## src/rtl/nco_pkg.sv

```systemverilog
package nco_pkg;
  localparam int unsigned ACC_W  = 32;
  localparam int unsigned PH_W   = 13;
  localparam int unsigned QUAD_W = 2;

  typedef enum logic [1:0] {
    QUAD_0   = 2'b00,
    QUAD_90  = 2'b01,
    QUAD_270 = 2'b10,
    QUAD_180 = 2'b11
  } quad_e;

  // quadrant code to offset in a PW-bit phase space (non-monotonic I/Q mapping)
  function automatic logic [PH_W-1:0] quad_offset(input logic [1:0] code);
    logic [PH_W-1:0] q;
    q = '0;
    unique case (quad_e'(code))
      QUAD_0:   q[PH_W-1 -: 2] = 2'd0;
      QUAD_90:  q[PH_W-1 -: 2] = 2'd1;
      QUAD_180: q[PH_W-1 -: 2] = 2'd2;
      QUAD_270: q[PH_W-1 -: 2] = 2'd3;
      default:  q = '0;
    endcase
    return q;
  endfunction
endpackage

```

## src/rtl/nco_ctrl_sync.sv

```systemverilog
module nco_ctrl_sync #(
  parameter int unsigned AW = 32
) (
  input  logic          clk_i,
  input  logic          rst_ni,
  input  logic [AW-1:0] step_i,
  input  logic          xfer_ni,
  input  logic          load_ni,
  input  logic          acc_en_ni,
  output logic [AW-1:0] step_q_o,
  output logic          xfer_q_o,
  output logic          load_q_o,
  output logic          en_q_o
);
  always_ff @(posedge clk_i or negedge rst_ni) begin
    if (!rst_ni) begin
      step_q_o <= '0;
      xfer_q_o <= 1'b0;
      load_q_o <= 1'b0;
      en_q_o   <= 1'b0;
    end else begin
      step_q_o <= step_i;
      xfer_q_o <= ~xfer_ni;
      load_q_o <= ~load_ni;
      en_q_o   <= ~acc_en_ni;
    end
  end
endmodule

```

## src/rtl/nco_accum.sv

```systemverilog
module nco_accum #(
  parameter int unsigned AW = 32
) (
  input  logic          clk_i,
  input  logic          rst_ni,
  input  logic [AW-1:0] step_q_i,
  input  logic          xfer_q_i,
  input  logic          load_q_i,
  input  logic          en_q_i,
  output logic [AW-1:0] inreg_o,
  output logic [AW-1:0] acc_o
);
  logic [AW-1:0] fb;

  always_ff @(posedge clk_i or negedge rst_ni) begin
    if (!rst_ni)       inreg_o <= '0;
    else if (xfer_q_i) inreg_o <= step_q_i;
  end

  // load zeroes feedback and overrides enable
  always_comb fb = load_q_i ? '0 : acc_o;

  always_ff @(posedge clk_i or negedge rst_ni) begin
    if (!rst_ni)                 acc_o <= '0;
    else if (load_q_i || en_q_i) acc_o <= fb + inreg_o;
  end
endmodule

```

## src/rtl/nco_quad_add.sv

```systemverilog
module nco_quad_add
  import nco_pkg::*;
#(
  parameter int unsigned AW   = 32,
  parameter int unsigned PW   = 13,
  parameter int unsigned QDLY = 2
) (
  input  logic          clk_i,
  input  logic          rst_ni,
  input  logic [AW-1:0] acc_i,
  input  logic [1:0]    quad_i,
  output logic [1:0]    quad_d_o,
  output logic [PW-1:0] phase_o
);
  logic [1:0] dly [QDLY+1];
  logic [PW-1:0] off;

  assign dly[0] = quad_i;

  for (genvar g = 0; g < QDLY; g++) begin : g_qdly
    always_ff @(posedge clk_i or negedge rst_ni) begin
      if (!rst_ni) dly[g+1] <= '0;
      else         dly[g+1] <= dly[g];
    end
  end

  assign quad_d_o = dly[QDLY];

  always_comb begin
    off = '0;
    off[PW-1 -: 2] = quad_offset(dly[QDLY])[PH_W-1 -: 2];
  end

  always_ff @(posedge clk_i or negedge rst_ni) begin
    if (!rst_ni) phase_o <= '0;
    else         phase_o <= acc_i[AW-1 -: PW] + off;
  end
endmodule

```

## src/rtl/nco_phase_acc.sv

```systemverilog
module nco_phase_acc
  import nco_pkg::*;
#(
  parameter int unsigned AW   = ACC_W,
  parameter int unsigned PW   = PH_W,
  parameter int unsigned QDLY = 2
) (
  input  logic          clk_i,
  input  logic          rst_ni,
  input  logic [AW-1:0] step_i,
  input  logic          xfer_ni,
  input  logic          load_ni,
  input  logic          acc_en_ni,
  input  logic [1:0]    quad_i,
  output logic [PW-1:0] phase_o
);
  logic [AW-1:0] step_q, inreg, acc;
  logic          xfer_q, load_q, en_q;
  logic [1:0]    quad_d;

  nco_ctrl_sync #(.AW(AW)) u_sync (
    .clk_i, .rst_ni, .step_i, .xfer_ni, .load_ni, .acc_en_ni,
    .step_q_o(step_q), .xfer_q_o(xfer_q), .load_q_o(load_q), .en_q_o(en_q)
  );

  nco_accum #(.AW(AW)) u_acc (
    .clk_i, .rst_ni, .step_q_i(step_q), .xfer_q_i(xfer_q),
    .load_q_i(load_q), .en_q_i(en_q), .inreg_o(inreg), .acc_o(acc)
  );

  nco_quad_add #(.AW(AW), .PW(PW), .QDLY(QDLY)) u_quad (
    .clk_i, .rst_ni, .acc_i(acc), .quad_i, .quad_d_o(quad_d), .phase_o
  );
endmodule

```

## config.mk

```make
export PLATFORM = sky130hd
export DESIGN_NAME = nco_phase_acc
export DESIGN_NICKNAME = d
export VERILOG_FILES = /design/src/rtl/nco_pkg.sv /design/src/rtl/nco_ctrl_sync.sv /design/src/rtl/nco_accum.sv /design/src/rtl/nco_quad_add.sv /design/src/rtl/nco_phase_acc.sv
export SDC_FILE = /design/constraint.sdc
export NUM_CORES = 1
export LEC_CHECK = 0
export ABC_AREA = 1
export ABC_CLOCK_PERIOD_IN_PS = 2180
export BUFFER_PORTS_ARGS = -buffer_cell sky130_fd_sc_hd__clkbuf_2
export CAP_MARGIN = 20
export CORE_UTILIZATION = 55
export CTS_CLUSTER_DIAMETER = 50
export DETAILED_ROUTE_END_ITERATION = 8
export PLACE_DENSITY = 0.77
export SETUP_SLACK_MARGIN = 0.02
export SYNTH_ARGS = -nofsm -noshare
export SYNTH_HDL_FRONTEND = slang
export SYNTH_SLANG_ARGS = --single-unit
```

## constraint.sdc

```tcl
create_clock -name clk_i -period 2.18 [get_ports clk_i]
set_clock_uncertainty 0.05 [all_clocks]
set_input_delay 0.218 -clock clk_i [delete_from_list [all_inputs] [get_ports clk_i]]
set_output_delay 0.218 -clock clk_i [all_outputs]
set_load 0.03 [all_outputs]
```

## Word-level counts from Yosys, hierarchy flattened

Index checks and enable logic that the tools add are counted.

- Add/subtract/negate cells: 2
- Equality and inequality tests: 3
- Muxes and demuxes: 2
- Bitwise gates (word level): 3
- Reductions and logical operators: 2

Operators with widths:

| cell | number |
|---|---|
| $add 32x32->32 | 1 |
| $mux 32 | 1 |
| $add 13x13->13 | 1 |
| $pmux 2 s4 | 1 |
| $eq 2x2->1 const B | 2 |
| $not 1->1 | 3 |
| $eq 2x1->1 const B | 1 |
| $logic_not 2->1 | 1 |
| $logic_or 1x1->1 | 1 |

- Bits in registers: 116
- Input bits: 39
- Output and inout bits: 13
- Logic and storage cells: 21

## Depth between registers and ports, before layout

Gate-level depths: netlist (run 1).

- Word-level depth: 3
- Gate-level depth with buffers: 16
- Gate-level depth less buffers: 14

## Cells and area by module

A second synthesis (run 1) with hierarchy kept.

- Cell total of the unflattened synthesis: 827
- Area, all modules: 6424.9 um2

Modules (own cells, without submodules):

| module | times used | cells an instance | area each (um2) | seq. area each (um2) |
|---|---|---|---|---|
| nco_accum | 1 | 751 | 4997.3 | 1601.5 |
| nco_ctrl_sync | 1 | 38 | 887.1 | 875.8 |
| nco_quad_add | 1 | 38 | 540.5 | 425.4 |

## Worst setup path after synthesis (run 1)

No wires, ideal clock.

- Kind: register to register
- Start: register u_sync.load_q_o
- End: register u_acc.acc_o[16]
- Library setup time: 0.129 ns
- Arrival time: 2.156 ns
- Required time: 2.001 ns
- Slack: -0.155 ns
- Stages on the path, launching flop included: 12
- Buffers on the path: 2
- Period minus slack after synthesis: 2.335 ns
- Cells stage by stage: dfrtp_1 buf_2 clkbuf_1 nor2_1 ha_1 fa_1 nand3_1 nand3_1 a21oi_1 o211ai_1 nand3_1 o21ai_1

- Word-level cells in the longest chain between the ends: 2
- Elaborated cells on any way between the ends: 3
- Those cells by class: 1 x add/sub; 1 x mux; 1 x reduce/logical

RTL lines:

| element | line | text |
|---|---|---|
| from (decl) | nco_ctrl_sync.sv:12 | `output logic load_q_o,` |
| from (signal assigned) | nco_ctrl_sync.sv:24 | `load_q_o <= ~load_ni;` |
| $mux 32 | nco_accum.sv:21 | `always_comb fb = load_q_i ? '0 : acc_o;` |
| $add 32x32->32 | nco_accum.sv:25 | `else if (load_q_i \|\| en_q_i) acc_o <= fb + inreg_o;` |
| to (signal assigned) | nco_accum.sv:25 |  |
| to (decl) | nco_accum.sv:11 | `output logic [AW-1:0] acc_o` |

Several ways; a longest one is shown, not always the timed one.
A chain may end at the register's enable or synchronous reset.

## Worst setup path in the final report (run 1)

- Start: register u_sync.load_q_o
- End: register u_acc.acc_o[15]

Same word-level chain as after synthesis.

==> results of run 1 <==
## repair_timing
action,CTS,global route
hold buffers,38,0
cloned,0,1
pin swaps,4,12
setup buffers,3,6
hold endpoints to repair,67,0
setup endpoints to repair,14,24
gates resized for setup,18,99
## layout make-up
class	count	area, sq um
multi-input cells	537	3354
flip-flops and latches	116	2904
fillers	835	2754
repair buffers	134	1017
inverters	152	570.5
clock buffers	21	460.4
well taps	143	178.9
clock inverters	9	130.1
## power breakdown
| part | internal (W) | switching [W] | total (W) |
|---|---|---|---|
| clock network | 0.00183 | 0.000937 | 0.00277 |
| logic | 0.00165 | 0.00255 | 0.00420 |
| registers | 0.00266 | 0.000261 | 0.00292 |
| total | 0.00614 | 0.00375 | 0.00989 |
## layer usage
metal / vias to the layer above / track usage (%) / part of all wire [%]
met2: 180 / 45.63 / 48
li1: 2791 / - / -
met4: 0 / 10.57 / 2.5
met3: 36 / 6.283 / 5.9
met5: - / 0 / 0
met1: 2612 / 35.68 / 43
## cells in the mapped netlist, drive strengths merged
| cell type | n |
|---|---|
| mux2 | 32 |
| ha | 35 |
| clkbuf | 6 |
| fa | 1 |
| buf | 9 |
| or2 | 4 |
| o22ai | 7 |
| nand2 | 267 |
| a21o | 1 |
| nor2 | 82 |
| o21ai | 17 |
| nor3 | 4 |
| dfrtp | 116 |
| nand4 | 3 |
| o211ai | 1 |
| xor2 | 2 |
| xnor2 | 3 |
| nand3 | 50 |
| a21oi | 23 |
| clkinv | 1 |
| nand3b | 2 |
| o21bai | 3 |
| inv | 151 |
## final timing paths
kind / slack (ns) / end / cells after the start / from
max: -0.006 / u_acc.acc_o[15] / 12 / u_sync.load_q_o
min: 0.26 / u_sync.step_q_o[28] / 2 / rst_ni
max reg2reg: -0.006 / u_acc.acc_o[15] / 12 / u_sync.load_q_o
min reg2reg: 0.30 / u_quad.quad_d_o[1] / 0 / u_quad.dly[3]
max in group asynchronous: 1.22 / u_acc.inreg_o[5] / 3 / rst_ni
min in group clk_i: 0.30 / u_quad.quad_d_o[1] / 0 / u_quad.dly[3]
## flip-flops by register name, indices dropped and copies added (netlist names)
signal           flops
u_sync.load_q_o      1
u_sync.xfer_q_o      1
u_quad.phase_o      13
u_acc.inreg_o       32
u_quad.quad_d_o      2
u_acc.acc_o         32
u_sync.step_q_o     32
u_sync.en_q_o        1
u_quad.dly           2
## cell usage in the layout, fill, tap and decap left out, drive strengths merged
cell type,netlist,layout
nand2,267,267
inv,151,152
dfrtp,116,116
nor2,82,82
clkbuf,6,72
nand3,50,50
buf,9,45
dlygate4sd3,0,38
ha,35,35
mux2,32,32
a21oi,23,23
o21ai,17,17
o22ai,7,7
clkinvlp,0,4
nor3,4,4
or2,4,4
xnor2,3,3
o21bai,3,3
nand4,3,3
bufinv,0,3
nand3b,2,2
xor2,2,2
clkinv,1,2
o211ai,1,1
a21o,1,1
fa,1,1
## metrics by stage
stage / cell area (sq um) / hold slack (ns)
2_1_floorplan: 6417 / -0.1276
3_3_place_gp: 7076 / 0.1555
3_5_place_dp: 7076 / 0.1553
4_1_cts: 8132 / 0.2512
5_1_grt: 8616 / 0.2905
6_report: 8616 / 0.2624
## kinds of logic (layout without fill, tap and decap cells)
family	count (synthesis)	after routing	share of synthesized area (%)
compound gates	52	52	4.688
mux	32	32	5.625
simple gates	412	412	26.48
flops	116	116	45.31
xor+xnor	5	5	0.6837
fa+ha+maj	36	36	7.148
buf+inv	167	316	10.06
## worst reg2reg max path: cells and delay by family (launching register included)
kind | cells | cell delay, ns
and+or+nand+nor | 8 | 0.91
DFF | 1 | 0.45
adders and majority gates | 1 | 0.33
AOI/OAI and AO/OA | 2 | 0.19
buffers and inverters | 1 | 0.17
==> reports/metrics.csv, run 1 <==
stage;metric;value;unit
outcome;status;complete, but fails checks;
outcome;violated checks;setup timing;
route;Routed WL per cell;14.25;um
worst_setup_path;critical path startpoint category;flop;
worst_setup_path;maximum cell stage delay along the critical path;0.45;ns
route;Detail Route Antenna Nets;0;
grt;wire length of the first global-routing pass;24800;um
job;Maximum Capacitance Violations;0;
worst_setup_path;worst setup path category;flop to flop;
timing;final worst path period share;100.3;%
floorplanning;floorplan die area;0.01208;sq mm
placed_design;routability congestion estimate;0.9439;
worst_setup_path;cell-by-cell listing of the critical path;buf_12 -> nor2_1 -> ha_2 -> nand2_1 -> nand2_2 -> a21oi_2 -> nand2_2 -> nand2_2 -> nand2_2 -> or2_1 -> nand3_2 -> o21ai_2;
pwr;highest ir drop seen on vdd;1.103;mV
placed_design;total half-perimeter wirelength after legalization and detailed placement;10610;um
yosys;leading post-synthesis cells by cell area;sky130_fd_sc_hd__dfrtp_1 45%, sky130_fd_sc_hd__nand2_1 15%, sky130_fd_sc_hd__inv_1 8.6%, sky130_fd_sc_hd__ha_1 6.8%, sky130_fd_sc_hd__mux2_2 5.3%;
clocking;TritonCTS clock tree;done;
worst_setup_path;Critical path buffers and inverters;1;
final_layout;synthesis-to-finish area growth;34.49;%
floorplanning;std cell rows;39;
yosys;top-area cell type share of the netlist area;45.31;%
yosys;number of synthesized register bits;116;
worst_setup_path;largest fanout of any net on the critical path;15;
yosys;gate count of the mapped netlist;820;
worst_setup_path;most frequent CP cell;sky130_fd_sc_hd__nand2_2;
clocking;Skew-Pair Late Insertion Delay;0.42;ns
placed_design;total of buffers placed on input and output ports;51;
final_layout;final cell utilization of the core;75.78;%
worst_setup_path;required time worst endpoint;2.43;ns
clocking;buffer levels on the longest clock path;2;
yosys;Avg Synthesized Cell Area;7.812;sq um
yosys;sequential area share after synthesis;45.31;%
final_layout;Nets;1033;
floorplanning;horizontal extent of the die;109.9;um
floorplanning;effective utilization at floorplan;56.34;%
worst_setup_path;CP max-delay cell;sky130_fd_sc_hd__dfrtp_2;
route;wire length after detailed routing;15840;um
yosys;largest area contributor in the synthesized netlist;sky130_fd_sc_hd__dfrtp_1;
clocking;Clock Pin Slew Worst Setup and Hold Paths;0.06;ns
clocking;clock sink total;116;
min_path;class of the most critical hold timing path;input pin to async pin;
yosys;net count after synthesis;895;
timing;RSZ-0062 raised after global routing;yes;
yosys;mapped cell area;0.006406;sq mm
worst_setup_path;data arrival time of the worst path;2.44;ns
worst_setup_path;kind of cell with the highest combined delay on the critical path;simple AND/OR/NAND/NOR gates;
clocking;number of buffers added by the clock tree synthesis step;17;
route;vias;5619;
timing;post-route minimum period;2.186;ns
yosys;warnings from Yosys;0;
route;mean number of vias per cell;5.053;
route;number of violations reported at the end of detailed-routing iteration 0;262;
timing;number of hold-slack violations in the final timing report;0;
grt;total global routing track utilization;27.81;%
final_layout;share of post-route cells with drive strength above 1;28.28;%
grt;initial antenna violation count;0;
timing;final max-slew violation count;0;
final_layout;n_diodes;0;
placed_design;Worst Setup Slack post-DPL;-0.09507;ns
final_layout;filler-free cell count of the finished design;1112;
floorplanning;area of the placeable core;0.01137;sq mm
timing;transition time at the pin with the least slew margin;0.4849;ns
worst_setup_path;Worst Setup End Kind;flop;
pwr;Lkg Pwr;4.562;nW
timing;final critical-path setup slack;-0.006415;ns
floorplanning;y dimension of the die;109.9;um
clocking;depth of the CTS H-tree;4;
placed_design;number of placed cells counting well taps;1034;
timing;Total Negative Setup Slacks;-0.006632;ns
floorplanning;ports placed on the boundary;52;
grt;number of global-route vias before repair;5295;
pwr;total power density per cell area;1148;mW/mm^2
grt;aggregate global routing overflow;0;
clocking;buffer cell driving the clock tree root;sky130_fd_sc_hd__clkbuf_16;
timing;Relative slew margins;67.67;%
pwr;overall power;0.009893;W
timing;maximum clock frequency;0.4574;GHz
timing;endpoints failing setup;2;
grt;maximum number of pins on one net before global-route repair;48;
route;drc violations;0;
route;Detailed Routing Iterations Pass 1;8;
yosys;count of unique library cells instantiated by Yosys;35;
Note: power is estimated with default switching activity, not from simulation.
==> run 2, diff against run 1 <==
PLACE_DENSITY = 0.76   (was 0.77)
==> reports/metrics.csv, run 2 (same netlist as run 1, synthesis figures left out) <==
stage;metric;value;unit
clocking;buffer levels on the longest clock path;2;
floorplanning;std cell rows;39;
final_layout;number of filler instances in the final layout;871;
timing;final max-slew violation count;0;
floorplanning;horizontal extent of the die;109.9;um
route;Detail Route Antenna Nets;0;
floorplanning;effective utilization at floorplan;56.34;%
clocking;buffer cell driving the clock tree root;sky130_fd_sc_hd__clkbuf_16;
route;Detailed Routing Iterations Pass 1;5;
pwr;total power density per cell area;1145;mW/mm^2
route;number of violations reported at the end of detailed-routing iteration 0;324;
clocking;TritonCTS clock tree;done;
route;mean number of vias per cell;4.869;
timing;final critical-path setup slack;-0.01018;ns
worst_setup_path;endpoint of the worst-slack reg-to-reg timing path;u_acc.acc_o[31];
final_layout;share of post-route cells with drive strength above 1;25.46;%
clocking;depth of the CTS H-tree;4;
job;Maximum Capacitance Violations;0;
route;drc violations;0;
placed_design;routability congestion estimate;0.9647;
grt;number of global-route vias before repair;5201;
final_layout;synthesis-to-finish area growth;31.91;%
placed_design;total of buffers placed on input and output ports;51;
timing;post-route minimum period;2.190;ns
timing;number of hold-slack violations in the final timing report;0;
worst_setup_path;largest fanout of any net on the critical path;17;
clocking;Clock Pin Slew Worst Setup and Hold Paths;0.05;ns
timing;RSZ-0062 raised after global routing;yes;
final_layout;Nets;1036;
worst_setup_path;worst setup path category;flop to flop;
worst_setup_path;required time worst endpoint;2.43;ns
placed_design;Worst Setup Slack post-DPL;-0.06033;ns
route;Routed WL per cell;13.64;um
grt;aggregate global routing overflow;0;
worst_setup_path;length in cells of the worst reg-to-reg path;14;
worst_setup_path;data arrival time of the worst path;2.44;ns
placed_design;total half-perimeter wirelength after legalization and detailed placement;10550;um
grt;wire length of the first global-routing pass;24380;um
timing;maximum clock frequency;0.4566;GHz
worst_setup_path;worst-case register-to-register setup slack;-0.01;ns
timing;transition time at the pin with the least slew margin;0.4752;ns
final_layout;n_diodes;0;
final_layout;footprint of the flip-flops and latches;0.002903;sq mm
timing;endpoints failing setup;1;
clocking;number of buffers added by the clock tree synthesis step;17;
timing;final worst path period share;100.5;%
clocking;clock sink total;116;
pwr;highest ir drop seen on vdd;0.9627;mV
outcome;status;complete, but fails checks;
floorplanning;ports placed on the boundary;52;
timing;Relative slew margins;68.32;%
worst_setup_path;Reg-to-Reg Start;u_sync.load_q_o;
clocking;Skew-Pair Late Insertion Delay;0.42;ns
final_layout;multi-input logic area;0.003164;sq mm
final_layout;largest registers;u_acc.acc_o: 32 flops, u_acc.inreg_o: 32 flops, u_sync.step_q_o: 32 flops;
grt;total global routing track utilization;27.30;%
worst_setup_path;critical path startpoint category;flop;
outcome;violated checks;setup timing;
min_path;class of the most critical hold timing path;input pin to async pin;
grt;maximum number of pins on one net before global-route repair;52;
worst_setup_path;Worst Setup End Kind;flop;
floorplanning;area of the placeable core;0.01137;sq mm
pwr;Lkg Pwr;4.578;nW
final_layout;leading cell type in the layout, fill and taps excluded;sky130_fd_sc_hd__nand2_1;
floorplanning;y dimension of the die;109.9;um
route;vias;5439;
floorplanning;floorplan die area;0.01208;sq mm
final_layout;commonest cells after routing, fill and taps aside;241 x sky130_fd_sc_hd__nand2_1, 143 x sky130_fd_sc_hd__inv_1, 116 x sky130_fd_sc_hd__dfrtp_1;
final_layout;final cell utilization of the core;74.33;%
route;wire length after detailed routing;15240;um
grt;initial antenna violation count;0;
-- run 2: changes by cell type in the layout (fill, tap and decap cells not counted), moves of 6 or more --
| cell | previous run | this run |
|---|---|---|
| sky130_fd_sc_hd__ha_1 | 17 | 28 |
| sky130_fd_sc_hd__nor2_1 | 52 | 59 |
| sky130_fd_sc_hd__nand2_1 | 234 | 241 |
| sky130_fd_sc_hd__ha_4 | 14 | 6 |
| sky130_fd_sc_hd__nand2_2 | 29 | 23 |
-- run 2: worst max-delay path: stages (launching register included) --
cell	delay (ns)
sky130_fd_sc_hd__dfrtp_1	0.43
sky130_fd_sc_hd__buf_12	0.18
sky130_fd_sc_hd__nor2_1	0.15
sky130_fd_sc_hd__ha_1	0.30
sky130_fd_sc_hd__buf_4	0.17
sky130_fd_sc_hd__nand2_1	0.05
sky130_fd_sc_hd__nand2_1	0.07
sky130_fd_sc_hd__nand2_1	0.07
sky130_fd_sc_hd__nand2_1	0.07
sky130_fd_sc_hd__nand2_1	0.07
sky130_fd_sc_hd__nand2_1	0.07
sky130_fd_sc_hd__a21oi_2	0.14
sky130_fd_sc_hd__nand3_1	0.09
sky130_fd_sc_hd__nand3_1	0.09
sky130_fd_sc_hd__nand2_1	0.06
-- run 2: where the power goes --
part	internal, W	switching, W	total [W]
clock	0.00184	0.000944	0.00279
sequential	0.00266	0.000244	0.00291
combinational	0.00155	0.00243	0.00398
-- run 2: timing repair --
item	4_1_cts	5_1_grt
pin swaps	3	10
endpoints found under the hold margin	71	0
setup endpoints to repair	10	24
hold buffers	38	0
setup buffers	2	6
gates resized for setup	17	62
-- run 2: metrics by stage --
| stage | instance area (sq um) | hold WS, ns | TNS [ns] | cells | power [W] |
|---|---|---|---|---|---|
| finish | 8451 | 0.2504 | -0.01018 | 1117 | 0.009674 |
| global route | 8451 | 0.3063 | -1.978 | 1117 | 0.01035 |
| CTS | 8177 | 0.2469 | 0 | 1111 | 0.009396 |
| detailed placement | 7113 | 0.1528 | -0.06935 | 1039 | 0.006404 |
| global placement | 7113 | 0.1547 | -0.01030 | 1039 | 0.006329 |
| floorplan | 6417 | -0.1276 | 0 | 820 | 0.005293 |
-- run 2: layer usage --
layer / global-route usage [%] / part of all wire, % / routed length [um] / up-vias
met2: 42.23 / 47 / 7154 / 104
met4: 12.29 / 2.2 / 336 / 0
met3: 6.639 / 3.5 / 537 / 24
met5: 0 / 0 / 0 / -
met1: 36.15 / 47 / 7211 / 2502
li1: - / - / - / 2809
-- run 2: worst max-delay path by stage --
stage | endpoint | slack [ns] | from
after floorplan | u_acc.acc_o[28] | 0.04 | u_sync.load_q_o
after global placement | u_acc.acc_o[31] | -0.006 | u_sync.load_q_o
after detailed placement | u_acc.acc_o[31] | -0.06 | u_sync.load_q_o
after CTS | u_acc.acc_o[27] | 0.02 | u_sync.load_q_o
after global routing | u_acc.acc_o[31] | -0.18 | u_sync.load_q_o
final | u_acc.acc_o[31] | -0.01 | u_sync.load_q_o
-- run 2: layout make-up --
class                           count  share of cell area, %
Clock buffer                       22                  5.493
Clock inverter                     10                  1.540
Inverter                          152                  6.752
Multi-Input combinational cell    537                  37.44
Sequential cell                   116                  34.35
Tap cell                          143                  2.117
Timing Repair Buffer              137                  12.30
